$ cat config.mk
export PLATFORM = sky130hd
export DESIGN_NAME = rst_cause_reg
export DESIGN_NICKNAME = d
export VERILOG_FILES = /design/src/rtl/rcs_pkg.sv /design/src/rtl/rcs_flags.sv /design/src/rtl/rcs_stretch.sv /design/src/rtl/rst_cause_reg.sv
export SDC_FILE = /design/constraint.sdc
export NUM_CORES = 1
export LEC_CHECK = 0
export ABC_AREA = 1
export CAP_MARGIN = 20
export CORE_UTILIZATION = 35
export DETAILED_ROUTE_END_ITERATION = 16
export PLACE_DENSITY = 0.73
export SLEW_MARGIN = 25
export SYNTH_ARGS = -nofsm -noshare
export SYNTH_HDL_FRONTEND = slang
export SYNTH_SLANG_ARGS = --single-unit
$ cat constraint.sdc
create_clock -name clk -period 3.2 [get_ports clk]
set_input_delay 0.64 -clock clk [delete_from_list [all_inputs] [get_ports clk]]
set_output_delay 0.64 -clock clk [all_outputs]
set_load 0.1 [all_outputs]
$ cat src/rtl/rcs_pkg.sv
package rcs_pkg;
  localparam int unsigned RC_W = 8;

  // bit positions the watchdog logic and firmware depend on
  localparam int unsigned BIT_WEN  = 1;
  localparam int unsigned BIT_WDF  = 2;
  localparam int unsigned BIT_PFF  = 4;
  localparam int unsigned BIT_PONF = 6;

  localparam logic [RC_W-1:0] RC_POR_VAL     = 8'b0100_0000;
  // bits that survive a watchdog or external event
  localparam logic [RC_W-1:0] RC_KEEP_ON_RST = 8'b0101_0110;
  // bits that software can only clear
  localparam logic [RC_W-1:0] RC_CLR_ONLY    = 8'b0100_0100;

  typedef struct packed {
    logic wdt;
    logic ext;
    logic pf;
    logic wr;
  } rc_evt_t;
endpackage

$ cat src/rtl/rcs_flags.sv
module rcs_flags
  import rcs_pkg::*;
(
  input  logic            clk,
  input  logic            rst_n,
  input  rc_evt_t         evt,
  input  logic [RC_W-1:0] wr_data,
  output logic [RC_W-1:0] q
);
  logic [RC_W-1:0] d;
  logic            any_rst;
  logic            en;

  assign any_rst = evt.wdt | evt.ext;
  assign en      = any_rst | evt.wr | evt.pf;

  for (genvar b = 0; b < RC_W; b++) begin : g_bit
    logic nb;
    always_comb begin
      nb = q[b];
      if (any_rst) begin
        if (!RC_KEEP_ON_RST[b])           nb = 1'b0;
        else if (b == BIT_WDF && evt.wdt) nb = 1'b1;
      end else if (evt.wr) begin
        if (RC_CLR_ONLY[b]) nb = q[b] & wr_data[b];
        else                nb = wr_data[b];
      end
      if (b == BIT_PFF && evt.pf) nb = 1'b1;
    end
    assign d[b] = nb;
  end

  always_ff @(posedge clk or negedge rst_n) begin
    if (!rst_n)  q <= RC_POR_VAL;
    else if (en) q <= d;
  end
endmodule

$ cat src/rtl/rcs_stretch.sv
module rcs_stretch #(
  parameter int unsigned STRETCH_CYC = 4
) (
  input  logic clk,
  input  logic rst_n,
  input  logic trig,
  output logic out_n
);
  localparam int unsigned CW = $clog2(STRETCH_CYC + 1);
  localparam logic [CW-1:0] LOAD = CW'(STRETCH_CYC);

  logic [CW-1:0] cnt_q, cnt_d;
  logic          out_d;

  always_comb begin
    cnt_d = cnt_q;
    if (trig)               cnt_d = LOAD;
    else if (cnt_q != '0)   cnt_d = cnt_q - 1'b1;
    out_d = (cnt_d == '0);
  end

  always_ff @(posedge clk or negedge rst_n) begin
    if (!rst_n) begin
      cnt_q <= LOAD;
      out_n <= 1'b0;
    end else begin
      cnt_q <= cnt_d;
      out_n <= out_d;
    end
  end
endmodule

$ cat src/rtl/rst_cause_reg.sv
module rst_cause_reg
  import rcs_pkg::*;
#(
  parameter int unsigned STRETCH_CYC = 4
) (
  input  logic            clk,
  input  logic            por_n,
  input  logic            wdt_rst_evt,
  input  logic            ext_rst_evt,
  input  logic            pfail_stb,
  input  logic            wr_en,
  input  logic [RC_W-1:0] wr_data,
  output logic [RC_W-1:0] rd_data,
  output logic            wdt_rst_en,
  output logic            sys_rst_n
);
  rc_evt_t         evt;
  logic [RC_W-1:0] csr_q;

  assign evt.wdt = wdt_rst_evt;
  assign evt.ext = ext_rst_evt;
  assign evt.pf  = pfail_stb;
  assign evt.wr  = wr_en;

  rcs_flags u_flags (
    .clk     (clk),
    .rst_n   (por_n),
    .evt     (evt),
    .wr_data (wr_data),
    .q       (csr_q)
  );

  rcs_stretch #(.STRETCH_CYC(STRETCH_CYC)) u_stretch (
    .clk   (clk),
    .rst_n (por_n),
    .trig  (wdt_rst_evt | ext_rst_evt),
    .out_n (sys_rst_n)
  );

  assign rd_data    = csr_q;
  assign wdt_rst_en = csr_q[BIT_WEN];
endmodule

==> metrics.txt, run 1 <==
status completed; Critical Path Fanout Max 2; Synth Flop Type dfrtp_1; final net count 109; setup tns final 0 ns; crit path from u_flags.q[6]; WL final 1.027 mm; vias per cell 4.267; post-synth top area cell dfrtp_1; Req. time, crit path 2.56 ns; combinational power share 0.313; largest net degree at the start of global routing 13; busiest grt layer met2; die height 41.35 µm; grt met1 use 0.1864; Setup Viol. Count Final 0; final hold violation count 0; skew final 0.004152 ns; global-route wire length before repair 1.607 mm; Critical Path AT 1.07 ns; H-tree depth 1; hold path start u_flags.q[6]; Leak 0.4261 nW; # IOs 24; area delta synth->final 44.11%; max-slew violation count 0; setup slack after layout 1.488 ns; Core ar. 1366 µm²; GR met3 Demand/Resource 0.03191; Hold Crit Class reg -> reg; Placement Rows 13; cell with the most instances after synthesis nand2_1; max-cap viol count 0; FF+latch count, synth 12; Synth Net Count 82; drt initial violations 10; Net Sw Frac 0.3618; Antenna Cells 0; Yosys cell types 11; Reg power frac 0.449; crit path kind reg -> out; synth cell count leaders 22 x nand2_1, 11 x nor2_1, 10 x dfrtp_1, 10 x inv_1, 3 x ha_1; post-place setup slack 1.490 ns; CP Cell Sequence buf_4; DRC violations left 0; Synth warnings 0; Cell Int Power 0.0002375 W; slew margin rel. 0.6537; Die Area 1709 µm²; Post-synth ARST share 1.000; Max IR drop VDD 0.2660 mV; CTS clk-pin slew, worst paths 0.07 ns; TritonCTS buffer count 3; CP Buf/Inv Count 1; Via Count 448; power per cell area 476.5 nW/µm²; Tmin final 1.712 ns; Initial Util 0.3965; Antenna Violating Nets Remaining 0; Post-CTS Setup Inserts 0; synth top area cells dfrtp_1 46%, nand2_1 15%, dfstp_2 9.7%, nor2_1 7.6%, ha_1 6.9%; Critical Path Slowest Stage Cell dfstp_2; CTS tree done; WHS 0.4538 ns; initial antenna violation count 0; CTS Buffer Depth 2; gpl congestion 0.6596; Synth top area share 0.4619; Peak Freq 584.0 MHz; synthesized cell area 541.8 µm²; Clk Latency, worst-skew pair 0.26 ns; Critical Path Sink Type primary output; clock net sink count 12; worst slew pin tran 0.5178 ns; fin crit share 0.5351; Hold-fix buffers, CTS 0; nature of the critical path startpoint flip-flop; Mean Syn Cell Area 8.335 µm²; RSZ-0062 raised after global routing false; CTS resizes 0; fraction of layout cells with a size suffix above 1 0.2111; switching pwr 0.0001346 W; sequential area share after synthesis 0.5589; Post-synth EDFFs 0; Die X 41.35 µm; Top Family by Delay on Critical Path flip-flops; met2 Usage GRT 0.2305; dpl hpwl 820 µm; vias in the first global route 412; Mapped Cells 65; Clk pwr share 0.238; total track usage 0.1488; max incr delay on CP 0.53 ns; fillers 136; Port Buffers 23; drt wl/cell 9.781 µm; total global routing overflow 0; Worst R2R Start u_stretch.cnt_q[0]; drt pass-1 iters 4; root buf cell clkbuf_4
[power by group through the flow]
stage	registers [W]	logic, W	clock network (W)
3_3_place_gp	0.000169	0.000116	0
3_5_place_dp	0.000170	0.000118	0
6_report	0.000167	0.000117	0.0000886
4_1_cts	0.000167	0.000118	0.0000911
5_1_grt	0.000168	0.000125	0.0000943
2_1_floorplan	0.000214	0.0000377	0
[through the flow]
step	utilization	cell area (µm²)	total power (W)	cells
6_report	0.5714	780.7	0.0003721	105
5_1_grt	0.5714	780.7	0.0003870	105
4_1_cts	0.5714	780.7	0.0003761	105
3_5_place_dp	0.5549	758.2	0.0002874	102
3_3_place_gp	0.5549	758.2	0.0002854	102
2_1_floorplan	-	541.8	0.0002516	65
[worst paths after layout]
check	to	slack [ns]	cells past startpoint
max in group asynchronous	u_stretch.cnt_q[2]	2.12	1
setup reg to reg	u_stretch.out_n	1.96	8
hold reg to reg	u_flags.q[6]	0.45	2
setup / recovery	rd_data[6]	1.49	1
min in group asynchronous	u_flags.q[1]	0.72	1
hold / removal	u_flags.q[6]	0.45	2
[state kept, by name (all words and copies together) (netlist names)]
signal,flops
u_flags.q,8
u_stretch.cnt_q,3
u_stretch.out_n,1
[kinds of logic after synthesis]
family / Yosys count / share of synthesized area
adder cells (fa/ha/maj): 3 / 0.06929
buffers and inverters: 12 / 0.09008
flip-flops: 12 / 0.5589
AND/OR/NAND/NOR: 38 / 0.2818
[placed cells by master (no fill, tap or decap), drive strengths merged]
master,synthesis,final
buf,1,10
clkbuf,0,3
clkdlybuf4s50,0,13
dfrtp,10,10
dfstp,2,2
ha,3,3
inv,11,11
nand2,24,24
nand3,2,2
nor2,12,12
[per-layer routing]
layer | up-vias | wire [µm] | part of all wire
met5 | - | 0 | 0
met4 | 0 | 15 | 0.015
met3 | 2 | 66 | 0.064
met2 | 17 | 468 | 0.46
met1 | 191 | 477 | 0.46
li1 | 238 | - | -
[layout make-up]
class                      instances  area, µm²  share of cell area
tap                               15      18.77             0.02404
inverter                          11      41.29             0.05288
sequential                        12      302.8              0.3878
timing repair buffer              23      205.2              0.2628
clock buffer                       3      22.52             0.02885
multi-input combinational         41      190.2              0.2436
Note: power is estimated with default switching activity, not from simulation.
==> run 2, diff against run 1 <==
--- a/config.mk
+++ b/config.mk
@@ -9,7 +9,7 @@
 export CAP_MARGIN = 20
 export CORE_UTILIZATION = 35
 export DETAILED_ROUTE_END_ITERATION = 16
-export PLACE_DENSITY = 0.73
+export PLACE_DENSITY = 0.76
 export SLEW_MARGIN = 25
 export SYNTH_ARGS = -nofsm -noshare
 export SYNTH_HDL_FRONTEND = slang
==> constraint.sdc (replaced) <==
create_clock -name clk -period 1.4 [get_ports clk]
set_input_delay 0.28 -clock clk [delete_from_list [all_inputs] [get_ports clk]]
set_output_delay 0.28 -clock clk [all_outputs]
set_load 0.1 [all_outputs]
==> metrics.txt, run 2 (synthesis results as in run 1) <==
status completed; commonest non-fill, non-tap cell in the layout nand2_1; # IOs 24 (unchanged); Top Family by Delay on Critical Path flip-flops; most flop-heavy register u_flags.q; skew final 0.001762 ns (-0.002390 ns); slew margin rel. 0.8300 (+0.1763); power per cell area 1009 nW/µm² (+110%); global-route wire length before repair 1.752 mm (+9.0%); CTS tree done; total global routing overflow 0 (unchanged); area delta synth->final 69.51%; fraction of layout cells with a size suffix above 1 0.2283 (+0.01715); Placement Rows 13 (unchanged); CP Cell Sequence buf_12; setup tns final 0 ns (unchanged); final hold violation count 0 (unchanged); Die X 41.35 µm (unchanged); vias per cell 4.421 (+3.6%); CTS resizes 0 (unchanged); drt wl/cell 10.47 µm (+7.0%); nature of the critical path startpoint flip-flop; CTS clk-pin slew, worst paths 0.08 ns (about the same); busiest grt layer met2; met2 Usage GRT 0.3086 (+0.07813); die height 41.35 µm (unchanged); dpl hpwl 935.5 µm (+14%); Leak 0.4684 nW (+9.9%); Largest regs u_flags.q: 8 flops, u_stretch.cnt_q: 3 flops, u_stretch.out_n: 1 flops; gpl congestion 0.6741 (+2.2%); Post-CTS Setup Inserts 0 (unchanged); fillers 109 (-20%); H-tree depth 1 (unchanged); max FFs per register 8 (unchanged); max-cap viol count 0 (unchanged); Initial Util 0.3965 (unchanged); drt pass-1 iters 2 (-2); Req. time, crit path 1.12 ns (-1.44 ns); drt initial violations 7 (-3); Critical Path Sink Type primary output; worst slew pin tran 0.2540 ns (-0.2638 ns); Peak Freq 781.5 MHz; TritonCTS buffer count 3 (unchanged); Clk Latency, worst-skew pair 0.26 ns (about the same); clock net sink count 12 (unchanged); Hold Crit Class in -> async; max-slew violation count 0 (unchanged); grt met1 use 0.1695 (-0.01695); R2R depth 8 (unchanged); Critical Path Slowest Stage Cell dfstp_2; Antenna Violating Nets Remaining 0 (unchanged); CP Buf/Inv Count 1 (unchanged); Max IR drop VDD 0.8962 mV (+240%); Port Buffers 23 (unchanged); CTS Buffer Depth 2 (unchanged); Worst R2R Start u_stretch.cnt_q[0]; vias in the first global route 455 (+10%); Antenna Cells 0 (unchanged); Hold-fix buffers, CTS 0 (unchanged); DRC violations left 0 (unchanged); largest net degree at the start of global routing 13 (unchanged); Tmin final 1.280 ns; final net count 110 (+0.92%); root buf cell clkbuf_4; final core utilization 0.6722 (+0.1007); Die Area 1709 µm² (unchanged); Critical Path Fanout Max 2 (unchanged); fin crit share 0.9139; Core ar. 1366 µm² (unchanged); crit path kind reg -> out; Critical Path AT 1.00 ns (-0.07 ns); max incr delay on CP 0.56 ns (+0.03 ns); Via Count 473 (+5.6%); GR met3 Demand/Resource 0.04787 (+0.01596); FF-to-FF setup slack 0.14 ns (-1.82 ns); initial antenna violation count 0 (unchanged); total track usage 0.1623 (+0.01353); most frequent cells in the layout 22 x nand2_1, 13 x clkdlybuf4s50_1, 11 x nor2_1; end of the worst register-to-register path u_stretch.out_n; Setup Viol. Count Final 0 (unchanged); RSZ-0062 raised after global routing false; WL final 1.120 mm (+9.1%)
## run 2: worst max-delay path by stage
| stage | slack (ns) | to | cells past startpoint | start |
|---|---|---|---|---|
| floorplan | 0.07 | rd_data[1] | 1 | u_flags.q[1] |
| CTS | 0.11 | rd_data[6] | 1 | u_flags.q[6] |
| detailed placement | 0.09 | u_flags.q[1] | 6 | wdt_rst_evt |
| global placement | 0.11 | u_flags.q[5] | 6 | wdt_rst_evt |
| global route | 0.004 | u_stretch.out_n | 8 | u_stretch.cnt_q[0] |
| finish | 0.12 | rd_data[6] | 1 | u_flags.q[6] |
## run 2: cell type report
type / count / area, µm² / share of cell area
Tap cell: 15 / 18.77 / 0.02044
Clock buffer: 4 / 26.28 / 0.02861
Timing Repair Buffer: 24 / 337.8 / 0.3678
Inverter: 11 / 41.29 / 0.04496
Multi-Input combinational cell: 41 / 190.2 / 0.2071
Sequential cell: 12 / 304.0 / 0.3311
## run 2: per-layer routing
layer | share of wire | vias to the layer above
li1 | - | 239
met1 | 0.41 | 218
met2 | 0.52 | 16
met3 | 0.070 | 0
met4 | 0 | 0
met5 | 0 | -
## run 2: report_power, final
part	switching [W]	total, W	leakage, nW	internal [W]
logic	0.000194	0.000318	0.307	0.000124
clock network	0.000106	0.000216	0.0150	0.000110
registers	0.0000229	0.000393	0.146	0.000370
## run 2: metrics by stage
step | hold slack, ns | total power (W) | instances | instance area, µm² | setup WS (ns)
6_report | 0.3167 | 0.0009265 | 107 | 918.4 | 0.1205
2_1_floorplan | -0.01559 | 0.0005761 | 65 | 543.0 | 0.07368
5_1_grt | 0.3307 | 0.0009696 | 107 | 918.4 | 0.003773
4_1_cts | 0.3165 | 0.0009384 | 107 | 918.4 | 0.1146
3_3_place_gp | 0.4531 | 0.0007144 | 103 | 892.1 | 0.1053
3_5_place_dp | 0.4612 | 0.0007191 | 103 | 892.1 | 0.08615
